### src/rtl/thr_pkg.sv
package thr_pkg;
  localparam int SLOT_BITS = 3;
  localparam int TEMP_W    = 7;

  typedef struct packed {
    logic gateOn;
    logic tempCapture;
  } thr_strobe_t;
endpackage

### src/rtl/thr_ctrl.sv
module thr_ctrl
  import thr_pkg::*;
#(
  parameter int SLOTW = SLOT_BITS,
  localparam int FIELD_W = SLOTW + 2,
  localparam int ONDEM_BIT = SLOTW + 1
) (
  input  logic               clk,
  input  logic               rstN,
  input  logic               regWe,
  input  logic [FIELD_W-1:0] regWdata,
  input  logic               tempHot,
  input  logic               hotLineIn,
  input  logic               tripIn,
  input  logic               coreActive,
  output logic [FIELD_W-1:0] ctrlRd,
  output logic [SLOTW-1:0]   dutyField,
  output thr_strobe_t        strobe,
  output logic               throttleActive,
  output logic               hotOutN,
  output logic               tripOut,
  output logic               tempValid
);
  logic [FIELD_W-1:0] ctrlQ;
  logic activeQ, autoHotQ, tripQ, validQ;
  logic monEn, onDem, autoHot, extHot;

  assign monEn     = ctrlQ[0];
  assign onDem     = ctrlQ[ONDEM_BIT];
  assign dutyField = ctrlQ[SLOTW:1];
  assign autoHot   = monEn & tempHot;
  assign extHot    = monEn & ~hotLineIn;

  always_ff @(posedge clk) begin
    if (!rstN) begin
      ctrlQ    <= '0;
      activeQ  <= 1'b0;
      autoHotQ <= 1'b0;
      tripQ    <= 1'b0;
      validQ   <= 1'b0;
    end else begin
      if (regWe) ctrlQ <= regWdata;
      activeQ  <= onDem | autoHot | extHot;
      autoHotQ <= autoHot;
      tripQ    <= tripQ | tripIn;
      validQ   <= coreActive;
    end
  end

  assign ctrlRd             = ctrlQ;
  assign throttleActive     = activeQ;
  assign hotOutN            = ~autoHotQ;
  assign tripOut            = tripQ;
  assign tempValid          = validQ;
  assign strobe.gateOn      = activeQ;
  assign strobe.tempCapture = coreActive;

  // trip is sticky
  p_trip_sticky_r10: assert property (@(posedge clk) disable iff (!rstN)
    tripOut |=> tripOut);
  // on-demand forces throttling
  p_ondemand_r3: assert property (@(posedge clk) disable iff (!rstN)
    onDem |=> throttleActive);
  // hot drive implies throttling
  p_hot_active_r8: assert property (@(posedge clk) disable iff (!rstN)
    !hotOutN |-> throttleActive);
  // with monitor and on-demand off, nothing throttles
  p_no_src_r6: assert property (@(posedge clk) disable iff (!rstN)
    (!monEn && !onDem) |=> !throttleActive);
  // valid follows core state
  p_valid_r9: assert property (@(posedge clk) disable iff (!rstN)
    coreActive |=> tempValid);
endmodule

### src/rtl/thr_gate.sv
module thr_gate
  import thr_pkg::*;
#(
  parameter int SLOTW = SLOT_BITS,
  parameter int TW    = TEMP_W,
  localparam logic [SLOTW-1:0] HALF = SLOTW'(1 << (SLOTW - 1))
) (
  input  logic             clk,
  input  logic             rstN,
  input  thr_strobe_t      strobe,
  input  logic [SLOTW-1:0] dutyField,
  input  logic [TW-1:0]    tempCode,
  output logic             clkEn,
  output logic [TW-1:0]    tempReading
);
  logic [SLOTW-1:0] slotCnt;
  logic [SLOTW-1:0] slotsOn;
  logic [TW-1:0]    readingQ;

  assign slotsOn = (dutyField == '0) ? HALF : dutyField;

  always_ff @(posedge clk) begin
    if (!rstN) begin
      slotCnt  <= '0;
      readingQ <= '0;
    end else begin
      if (strobe.gateOn) slotCnt <= slotCnt + SLOTW'(1);
      else               slotCnt <= '0;
      if (strobe.tempCapture) readingQ <= tempCode;
    end
  end

  assign clkEn       = !strobe.gateOn || (slotCnt < slotsOn);
  assign tempReading = readingQ;

  // first slot of each frame always enabled
  p_slot0_on_r4: assert property (@(posedge clk) disable iff (!rstN)
    (strobe.gateOn && slotCnt == '0) |-> clkEn);
  // enable only drops while throttling
  p_gate_low_r11: assert property (@(posedge clk) disable iff (!rstN)
    !clkEn |-> strobe.gateOn);
  // reading held when core not active
  p_hold_r9: assert property (@(posedge clk) disable iff (!rstN)
    !$past(strobe.tempCapture) |-> $stable(tempReading));
endmodule

### src/rtl/thermal_throttle.sv
module thermal_throttle
  import thr_pkg::*;
#(
  parameter int SLOTW = SLOT_BITS,
  parameter int TW    = TEMP_W,
  localparam int FIELD_W = SLOTW + 2
) (
  input  logic               clk,
  input  logic               rstN,
  input  logic               regWe,
  input  logic [FIELD_W-1:0] regWdata,
  output logic [FIELD_W-1:0] ctrlRd,
  input  logic               tempHot,
  input  logic               hotLineIn,
  input  logic               tripIn,
  input  logic               coreActive,
  input  logic [TW-1:0]      tempCode,
  output logic               clkEn,
  output logic               throttleActive,
  output logic               hotOutN,
  output logic               tripOut,
  output logic               tempValid,
  output logic [TW-1:0]      tempReading
);
  thr_strobe_t      strobe;
  logic [SLOTW-1:0] dutyField;

  thr_ctrl #(.SLOTW(SLOTW)) u_ctrl (
    .clk(clk), .rstN(rstN), .regWe(regWe), .regWdata(regWdata),
    .tempHot(tempHot), .hotLineIn(hotLineIn), .tripIn(tripIn),
    .coreActive(coreActive), .ctrlRd(ctrlRd), .dutyField(dutyField),
    .strobe(strobe), .throttleActive(throttleActive), .hotOutN(hotOutN),
    .tripOut(tripOut), .tempValid(tempValid)
  );

  thr_gate #(.SLOTW(SLOTW), .TW(TW)) u_gate (
    .clk(clk), .rstN(rstN), .strobe(strobe), .dutyField(dutyField),
    .tempCode(tempCode), .clkEn(clkEn), .tempReading(tempReading)
  );
endmodule

### config.mk
export PLATFORM = sky130hd
export DESIGN_NAME = thermal_throttle
export DESIGN_NICKNAME = d
export VERILOG_FILES = /design/src/rtl/thr_pkg.sv /design/src/rtl/thr_ctrl.sv /design/src/rtl/thr_gate.sv /design/src/rtl/thermal_throttle.sv
export SDC_FILE = /design/constraint.sdc
export NUM_CORES = 1
export LEC_CHECK = 0
export ABC_AREA = 1
export BUFFER_PORTS_ARGS = -buffer_cell sky130_fd_sc_hd__buf_4
export CORE_MARGIN = 2
export CORE_UTILIZATION = 42
export DETAILED_ROUTE_END_ITERATION = 10
export MAX_ROUTING_LAYER = met4
export PLACE_DENSITY = 0.84
export SYNTH_ARGS = -nofsm -noshare
export SYNTH_HDL_FRONTEND = slang
export SYNTH_SLANG_ARGS = --single-unit
### constraint.sdc
create_clock -name clk -period 1.2 [get_ports clk]
set_input_delay 0.12 -clock clk [delete_from_list [all_inputs] [get_ports clk]]
set_output_delay 0.12 -clock clk [all_outputs]
set_load 0.005 [all_outputs]
==> results.cfg <==
[routing]
ant_nets = 0
vias = 684
wl_microns = 1519
viasPerCell = 4.717
drt_first_iter_violations = 3
first_pass_iters = 4
routedWlPerCell_microns = 10.48
drc = 0

[timing]
finalHoldViolCount = 0
drv_slew = 0
worst_pin_slew_ps = 165.2
fin_crit_sh_pct = 127.1
setup_slack_ps = -325.7
finClkSkew_ps = 4.220
period_needed_ps = 1526
slew-limit-headroom_pct = 88.98
rsz0062_at_grt = true
finalSetupViolations = 1
max_freq_mhz = 655.4
fin_tns_setup_ps = -325.7

[layout]
drive_gt1_share_pct = 33.33
finalNonFillerCells = 145
syn_to_final_growth_pct = 44.42
nNetsFinal = 152
stdcell_area_sq_mm = 0.001021
antenna_cells = 0

[critical_path]
cp-start-kind = flip-flop
reg2reg_to = u_gate.slotCnt[2]$_SDFF_PN0_
critPathMaxFanout = 2
ff2ff_path_depth = 3
cp-end-kind = output port
worstPathRequired_ps = 1080
cp.arrival_ps = 1410
crit_type = flip-flop to output port
r2r_setup_slack_ps = 350
rr_startpoint = u_gate.slotCnt[0]$_SDFF_PN0_

[grt]
grt_start_max_net_pins = 18
met1_usage_pct = 20.35
grt_pass1_wl_microns = 2608
grt-busiest-layer = met2
gr-total-overflow = 0
grt_antenna_before_repair = 0
met2_usage_pct = 32.29
groute.usage.overall_pct = 18.07
use_met3_pct = 3.200
grt_pass1_vias = 644

[power_and_ir_drop]
swShare_pct = 23.47
p_per_area_mw_per_mm2 = 1167
leakage_nw = 0.5394
p_switching_mw = 0.2797
clockPowerShare_pct = 25.6
seqPwrFrac_pct = 58.2
p_comb_share_pct = 16.2
p_int_mw = 0.9119
ir_drop_uv = 869.4

[logic_synthesis]
ys.warnings.count = 0
synth-edff-count = 0
seq_area_frac_synth_pct = 53.81
synth_top_area_share_pct = 53.81
synth_cells = 90
async_flop_share_pct = 0
synth.most_common_cell = nor2_1
synth_area_sq_um = 706.9
ys_types = 13
ys_ff_latch = 19
synth.area.top_cells = dfxtp_1 54%, nor2_1 15%, nand2_1 5.8%
ys.flop_type = dfxtp_1
avgSynthCellArea_sq_um = 7.855
synth_top_area_cell = dfxtp_1
syn_nets = 112
synthTopCellsByCount = 29 x nor2_1, 19 x dfxtp_1, 11 x nand2_1, 10 x inv_1, 7 x o21ai_1

[floorplanning]
rows = 14
io_pins = 36
fp.dieW_microns = 45.03
die_h_microns = 45.03
start_util_pct = 45.86
core_area_sq_mm = 0.001541
fp.dieArea_sq_mm = 0.002027

[worst_hold_path]
hold_path_startpoint = tripIn
hold_path_class = input port to flip-flop
hold_end = u_ctrl.tripOut$_SDFF_PN0_
hold_depth = 2

[outcome]
violations = negative setup slack
status = finished, violations left

[clocking]
cts_hold_buf = 0
cts_tree = yes
clk_pin_slew_worst_paths_ps = 100
clock_latency_ps = 280
cts_root_buf = clkbuf_4
cts.path.max_buffers = 2
cts_max_level = 1
numClockSinks = 19
cts_buffers = 3
cts_setup_buffers = 0

[placement]
dp_hpwl_microns = 1215
dp_cells = 141
gp_congestion = 0.8031
place_area_sq_um = 985.9
io_buffers = 35

[job]
drv_cap = 0
## worst max path at each step
stage / startpoint / to / cells past startpoint
2_1_floorplan: u_ctrl.ctrlRd[1]$_SDFFE_PN0P_ / clkEn / 8
3_3_place_gp: u_ctrl.ctrlRd[2]$_SDFFE_PN0P_ / clkEn / 9
3_5_place_dp: u_ctrl.ctrlRd[2]$_SDFFE_PN0P_ / clkEn / 9
4_1_cts: u_ctrl.ctrlRd[1]$_SDFFE_PN0P_ / clkEn / 9
5_1_grt: u_ctrl.ctrlRd[1]$_SDFFE_PN0P_ / clkEn / 9
6_report: u_ctrl.ctrlRd[1]$_SDFFE_PN0P_ / clkEn / 7
## cell families after synthesis
| kind of cell | synth area share, % |
|---|---|
| xor gates and xnor gates | 1.239 |
| adders and majority gates | 5.310 |
| DFF | 53.80 |
| and+or+nand+nor | 21.95 |
| buffers and inverters | 7.434 |
| AOI/OAI and AO/OA | 10.26 |
## critical path: stages (launching register included)
cell,delay [ps]
dfxtp_2,340
nor2_2,90
nor2_1,40
ha_1,300
a21oi_1,130
nand2_1,60
nand2_1,70
buf_6,90
## repair_timing
item,CTS,global route
endpoints found under the hold margin,0,0
resized for setup,1,3
pin swaps,0,2
endpoints found under the setup margin,1,1
## cells in the final DEF (no fill, tap or decap), drive strengths merged
cell	instances
xnor2	1
nand3	1
nor2	29
ha	3
o21ai	12
dfxtp	19
buf	36
inv	11
nand2	11
o21a	1
clkbuf	4
a21oi	1
## sequential cells by signal, indices dropped and copies added, names as in the netlist
name and flops:
u_ctrl.ctrlRd 5, u_ctrl.throttleActive 1, u_ctrl.autoHotQ 1, u_gate.slotCnt 3, u_gate.tempReading 7, u_ctrl.tempValid 1, u_ctrl.tripOut 1
## power groups by stage
stage	clock, mW	combinational, mW	sequential [mW]
after detailed placement	0	0.194	0.706
final	0.305	0.193	0.694
after global placement	0	0.189	0.705
after CTS	0.315	0.194	0.693
after global routing	0.357	0.220	0.699
after floorplan	0	0.0684	0.708
## through the flow
step                utilization, %  total power [mW]  setup WS (ps)  hold slack, ps
detailed placement           63.96            0.9003          2.796           337.4
global placement             63.96            0.8933          28.43           329.2
finish                       66.23             1.192         -325.7           42.05
CTS                          65.75             1.202         -323.0           37.52
floorplan                        -            0.7764          114.5           213.5
global route                 66.23             1.277         -448.3           19.40
## layer usage
layer | wire length [microns] | share of wire, %
met4 | 15 | 0.99
met2 | 755 | 50
met5 | 0 | 0
met1 | 613 | 40
met3 | 134 | 8.8
## cell type report
cell class,instances,area [sq um]
fillers,137,520.5
flip-flops and latches,19,382.9
multi-input cells,59,276.5
repair buffers,36,274.0
inverters,11,41.29
clock buffers,4,26.28
well taps,16,20.02
Note: power is estimated with default switching activity, not from simulation.
